**src/rtl/tx_coal_pkg.sv**
```systemverilog
package tx_coal_pkg;
  localparam int TMR_REL = 0;
  localparam int TMR_ABS = 1;
  localparam int TMR_NUM = 2;

  typedef struct packed {
    logic loadRel;
    logic loadAbs;
    logic stopAll;
  } tmrCtl_t;
endpackage

```
**src/rtl/tx_coal_tick.sv**
```systemverilog
module tx_coal_tick #(
  parameter int TICK_CYC_M0 = 160,
  parameter int TICK_CYC_M1 = 128
) (
  input  logic clk,
  input  logic rstN,
  input  logic linkMode,
  output logic tick
);
  localparam int MAX_CYC = (TICK_CYC_M0 > TICK_CYC_M1) ? TICK_CYC_M0 : TICK_CYC_M1;
  localparam int CNT_W   = $clog2(MAX_CYC + 1);
  localparam logic [CNT_W-1:0] LIM0 = CNT_W'(TICK_CYC_M0 - 1);
  localparam logic [CNT_W-1:0] LIM1 = CNT_W'(TICK_CYC_M1 - 1);

  logic [CNT_W-1:0] preCnt;
  logic [CNT_W-1:0] limit;

  assign limit = linkMode ? LIM1 : LIM0;
  assign tick  = (preCnt >= limit);

  always_ff @(posedge clk) begin
    if (!rstN)     preCnt <= '0;
    else if (tick) preCnt <= '0;
    else           preCnt <= preCnt + 1'b1;
  end


  tick_spacing_chk: assert property (@(posedge clk) disable iff (!rstN)
    (tick && $past(rstN) && TICK_CYC_M0 > 1 && TICK_CYC_M1 > 1) |=> !tick);
endmodule

```
**src/rtl/tx_coal_timers.sv**
```systemverilog
module tx_coal_timers
  import tx_coal_pkg::*;
#(
  parameter int DLY_W = 16
) (
  input  logic             clk,
  input  logic             rstN,
  input  logic             tick,
  input  tmrCtl_t          ctl,
  input  logic [DLY_W-1:0] relVal,
  input  logic [DLY_W-1:0] absVal,
  output logic             relExpire,
  output logic             absExpire,
  output logic             absRunning
);
  logic [DLY_W-1:0] cnt     [TMR_NUM];
  logic [DLY_W-1:0] loadVal [TMR_NUM];
  logic [TMR_NUM-1:0] loadVec;
  logic [TMR_NUM-1:0] expVec;

  assign loadVal[TMR_REL] = relVal;
  assign loadVal[TMR_ABS] = absVal;
  assign loadVec[TMR_REL] = ctl.loadRel;
  assign loadVec[TMR_ABS] = ctl.loadAbs;

  for (genvar i = 0; i < TMR_NUM; i++) begin : g_tmr
    assign expVec[i] = tick && (cnt[i] == DLY_W'(1));
    always_ff @(posedge clk) begin
      if (!rstN)                      cnt[i] <= '0;
      else if (loadVec[i])            cnt[i] <= loadVal[i];
      else if (ctl.stopAll)           cnt[i] <= '0;
      else if (tick && cnt[i] != '0)  cnt[i] <= cnt[i] - 1'b1;
    end
  end

  assign relExpire  = expVec[TMR_REL];
  assign absExpire  = expVec[TMR_ABS];
  assign absRunning = (cnt[TMR_ABS] != '0);


  halt_clears_chk: assert property (@(posedge clk) disable iff (!rstN)
    (ctl.stopAll && !ctl.loadAbs && !ctl.loadRel) |=> (cnt[TMR_ABS] == '0 && cnt[TMR_REL] == '0));

  abs_load_nonzero_chk: assert property (@(posedge clk) disable iff (!rstN)
    ctl.loadAbs |-> (absVal != '0));

  abs_no_reload_chk: assert property (@(posedge clk) disable iff (!rstN)
    (cnt[TMR_ABS] > DLY_W'(1) && !tick && !ctl.stopAll) |=> (cnt[TMR_ABS] == $past(cnt[TMR_ABS])));
endmodule

```
**src/rtl/tx_coal_ctrl.sv**
```systemverilog
module tx_coal_ctrl
  import tx_coal_pkg::*;
#(
  parameter int DLY_W = 16
) (
  input  logic             clk,
  input  logic             rstN,
  input  logic             txDone,
  input  logic             txRs,
  input  logic             txIde,
  input  logic [DLY_W-1:0] relDly,
  input  logic [DLY_W-1:0] absDly,
  input  logic             causeClr,
  input  logic             relExpire,
  input  logic             absExpire,
  input  logic             absRunning,
  output tmrCtl_t          ctl,
  output logic             txDoneCause
);
  logic reportDone;
  logic immediate;
  logic delayed;
  logic anyExpire;
  logic setCause;

  assign reportDone = txDone && txRs;
  assign immediate  = reportDone && (!txIde || relDly == '0);
  assign delayed    = reportDone && txIde && (relDly != '0);
  assign anyExpire  = relExpire || absExpire;
  assign setCause   = immediate || anyExpire;

  always_comb begin
    ctl.loadRel = delayed;
    ctl.loadAbs = delayed && (absDly != '0) && (!absRunning || anyExpire);
    ctl.stopAll = setCause;
  end

  always_ff @(posedge clk) begin
    if (!rstN)         txDoneCause <= 1'b0;
    else if (setCause) txDoneCause <= 1'b1;
    else if (causeClr) txDoneCause <= 1'b0;
  end


  cause_sticky_chk: assert property (@(posedge clk) disable iff (!rstN)
    (txDoneCause && !causeClr) |=> txDoneCause);

  immediate_set_chk: assert property (@(posedge clk) disable iff (!rstN)
    (txDone && txRs && !txIde) |=> txDoneCause);

  rs_ignored_chk: assert property (@(posedge clk) disable iff (!rstN)
    (txDone && !txRs) |-> !(ctl.loadRel || ctl.loadAbs));
endmodule

```
**src/rtl/tx_irq_coalesce.sv**
```systemverilog
module tx_irq_coalesce
  import tx_coal_pkg::*;
#(
  parameter int DLY_W       = 16,
  parameter int TICK_CYC_M0 = 160,
  parameter int TICK_CYC_M1 = 128
) (
  input  logic             clk,
  input  logic             rstN,
  input  logic             txDone,
  input  logic             txRs,
  input  logic             txIde,
  input  logic [DLY_W-1:0] relDly,
  input  logic [DLY_W-1:0] absDly,
  input  logic             linkMode,
  input  logic             causeClr,
  output logic             txDoneCause
);
  tmrCtl_t ctl;
  logic    tick;
  logic    relExpire;
  logic    absExpire;
  logic    absRunning;

  tx_coal_tick #(.TICK_CYC_M0(TICK_CYC_M0), .TICK_CYC_M1(TICK_CYC_M1)) tick_i (
    .clk(clk), .rstN(rstN), .linkMode(linkMode), .tick(tick));

  tx_coal_ctrl #(.DLY_W(DLY_W)) ctrl_i (
    .clk(clk), .rstN(rstN), .txDone(txDone), .txRs(txRs), .txIde(txIde),
    .relDly(relDly), .absDly(absDly), .causeClr(causeClr),
    .relExpire(relExpire), .absExpire(absExpire), .absRunning(absRunning),
    .ctl(ctl), .txDoneCause(txDoneCause));

  tx_coal_timers #(.DLY_W(DLY_W)) timers_i (
    .clk(clk), .rstN(rstN), .tick(tick), .ctl(ctl),
    .relVal(relDly), .absVal(absDly),
    .relExpire(relExpire), .absExpire(absExpire), .absRunning(absRunning));


  reset_idle_chk: assert property (@(posedge clk)
    !rstN |=> !txDoneCause);
endmodule

```
**config.mk**
```make
export PLATFORM = sky130hd
export DESIGN_NAME = tx_irq_coalesce
export DESIGN_NICKNAME = d
export VERILOG_FILES = /design/src/rtl/tx_coal_pkg.sv /design/src/rtl/tx_coal_tick.sv /design/src/rtl/tx_coal_timers.sv /design/src/rtl/tx_coal_ctrl.sv /design/src/rtl/tx_irq_coalesce.sv
export SDC_FILE = /design/constraint.sdc
export NUM_CORES = 1
export LEC_CHECK = 0
export BUFFER_PORTS_ARGS = -buffer_cell sky130_fd_sc_hd__buf_2
export CAP_MARGIN = 10
export CORE_MARGIN = 2
export CORE_UTILIZATION = 52
export DETAILED_ROUTE_END_ITERATION = 8
export PLACE_DENSITY_LB_ADDON = 0.1
export SYNTH_ARGS = -nofsm -noshare
export SYNTH_HDL_FRONTEND = slang
export SYNTH_SLANG_ARGS = --single-unit
```
**constraint.sdc**
```tcl
create_clock -name clk -period 2.8 [get_ports clk]
set_input_delay 0.84 -clock clk [delete_from_list [all_inputs] [get_ports clk]]
set_output_delay 0.84 -clock clk [all_outputs]
set_load 0.05 [all_outputs]
```
==> flow_summary.toml <==
[run_status]
status = "finished clean"

[timing]
post-route-min-period_ps = 2590
rsz0062_at_grt = "false"
fin_hold_ws_ps = 465
setup_viol = 0
clock_skew_ps = 14.4
slew_violations = 0
max_slew.worst_pin.slew_ps = 627
final_hold_viol_count = 0
setup-tns-final_ps = 0
max_freq_mhz = 385
finalCritPeriodShare = 0.927
maxSlewHeadroom = 0.582

[setup_path]
max_stage_delay_ps = 400
worstPathRequired_ps = 2950
worstPathCellList = "buf_2, inv_1, ha_1, and3_1, a221oi_4, a21oi_1, a211oi_2, buf_4, nor4_4, a22o_1"
rrSetupSlack_ps = 240
start_kind = "primary input"
arrival_ps = 2750
critPathKind = "in -> reg"
crit_slowest_cell = "nor4_4"
endpoint_kind = "flop"
cp_max_fo = 6

[clocking]
cts_tree = "done"
clockRootBuffer = "clkbuf_8"
clk_pin_slew_ps = 70
htree_levels = 2
cts.sinks = 41
numCtsBuffers = 5
clockBufferDepth = 2
clk_latency_ps = 290
postCtsHoldBufs = 0

[power]
irDropWorstVdd_mv = 0.376
p_total_uw = 1350
leakage_uw = 0.00127
powerDensity_nw_per_um2 = 417

[floorplan]
die_h_um = 75.6
io_pins = 40
placementRows = 26
fp.dieArea_sq_um = 5720
die_w_um = 75.6
start_util = 0.529
coreArea_sq_um = 5040

[yosys]
synth_common_cells = "32 x edfxtp_1, 30 x nand2_1, 17 x nor2_1, 17 x o21ai_0, 17 x xnor2_1"
avgSynthCellArea_sq_um = 9.66
syn_nets = 325
synth-seq-cells = 41
synth_enable_flop_cells = 32
synth_top_area_frac = 0.360
async_flop_share = 0
synth_most_common_cell = "edfxtp_1"
yosysWarningCount = 0
yosysSeqAreaShare = 0.428
synth_largest_area_cell = "edfxtp_1"
synth.distinct_cells = 45
synth.cell_area_sq_um = 2670
synth_area_leaders = "edfxtp_1 36%, dfxtp_1 6.8%, xnor2_1 5.6%"
syn_inst = 276
yosys_most_used_dff = "edfxtp_1"

[layout]
seq_area_sq_um = 1140
multi_input_area_sq_um = 1460
design_area_sq_um = 3240
fillCellCount = 426
postLayoutCoreUtil = 0.642
syn_to_final_growth_pct = 21.4
drive_gt1_frac = 0.246
antenna_cells = 0
layout.nets = 385

[placed_design]
place_congestion = 0.820
numPortBuffers = 39
place_area_sq_um = 3140
hpwl_mm = 4.64

[routing]
ant_nets = 0
vias = 2319
vias_per_cell = 5.70
drc = 0
finalWirelength_mm = 6.04
wire_per_inst_um = 14.8
dr.pass1.iters = 4
drt_iter0_markers = 76

[global_routing]
grt_pass1_wl_mm = 9.89
grt_max_degree = 17
grtUsageTotal = 0.227
grt_antenna_before_repair = 0
grt_pass1_vias = 2237
gr-total-overflow = 0

[min_path]
hold_path.class = "reg -> reg"

[run]
cap_violations = 0
-- placed cells by master (no fill, tap or decap), types with 2 or more instances in the layout --
cell type,n
buf_2,39
edfxtp_1,32
nand2_1,29
buf_4,19
nor2_1,17
xnor2_1,17
o21ai_0,16
nor4_1,15
xor2_1,15
nand3_1,14
nor3_1,13
a21oi_1,13
ha_1,10
dfxtp_1,9
inv_1,8
a22o_1,7
nand2b_1,5
clkbuf_8,5
and4_1,4
and3_1,4
nand4_1,4
buf_12,4
or3_1,3
nor4b_1,3
a211oi_1,3
a21o_1,2
nor3b_2,2
o21ai_1,2
or4_1,2
-- state kept, by name (all words and copies together), names as in the netlist --
| signal | count |
|---|---|
| ctrl_i.txDoneCause | 1 |
| tick_i.preCnt | 8 |
| timers_i.cnt | 32 |
-- layout make-up --
type                    instances  area share
multi-input cells             218       0.451
flip-flops and latches         41       0.352
repair buffers                 62       0.129
clock buffers                   7      0.0301
well taps                      70      0.0270
inverters                       8     0.00927
clock inverters                 1     0.00155
-- critical path, delay by kind of cell --
kind | cells | cell delay, ps
AO/OA/AOI/OAI | 4 | 690
AND/OR/NAND/NOR | 2 | 620
buffers and inverters | 3 | 300
adder cells (fa/ha/maj) | 1 | 290
-- logic make-up (layout without fill, tap and decap cells) --
logic type / after synthesis / in the layout / synth area share
compound gates: 53 / 53 / 0.137
flops: 41 / 41 / 0.428
buf+inv: 17 / 78 / 0.0258
simple gates: 123 / 123 / 0.257
fa+ha+maj: 10 / 10 / 0.0469
xor+xnor: 32 / 32 / 0.105
-- power by group --
group	leakage, uW	switching [uW]	total [uW]	internal, uW
registers	0.000412	37.8	727	690
clock network	0.0000534	197	426	229
logic	0.000801	102	197	94.2
total	0.00127	337	1350	1010
-- repair_timing --
action	in CTS	in global routing
resized for setup	0	1
buffers inserted	0	0
endpoints found under the setup margin	0	6
-- worst paths after layout --
check / start / endpoint / cells past startpoint
min reg2reg: tick_i.preCnt[0] / tick_i.preCnt[0] / 1
min: tick_i.preCnt[0] / tick_i.preCnt[0] / 1
max: linkMode / timers_i.cnt[1][11] / 10
max reg2reg: timers_i.cnt[1][0] / timers_i.cnt[1][11] / 9
-- through the flow --
stage	cells	worst slack [ps]
6_report	407	206
2_1_floorplan	276	1.87
4_1_cts	407	188
3_5_place_dp	399	-101
5_1_grt	407	49.9
3_3_place_gp	399	-6.42
-- per-layer routing --
layer / share of wire / global-route usage
met1: 0.45 / 0.280
met5: 0 / 0
met2: 0.50 / 0.406
met3: 0.035 / 0.0450
met4: 0.013 / 0.0585
Note: power is estimated with default switching activity, not from simulation.
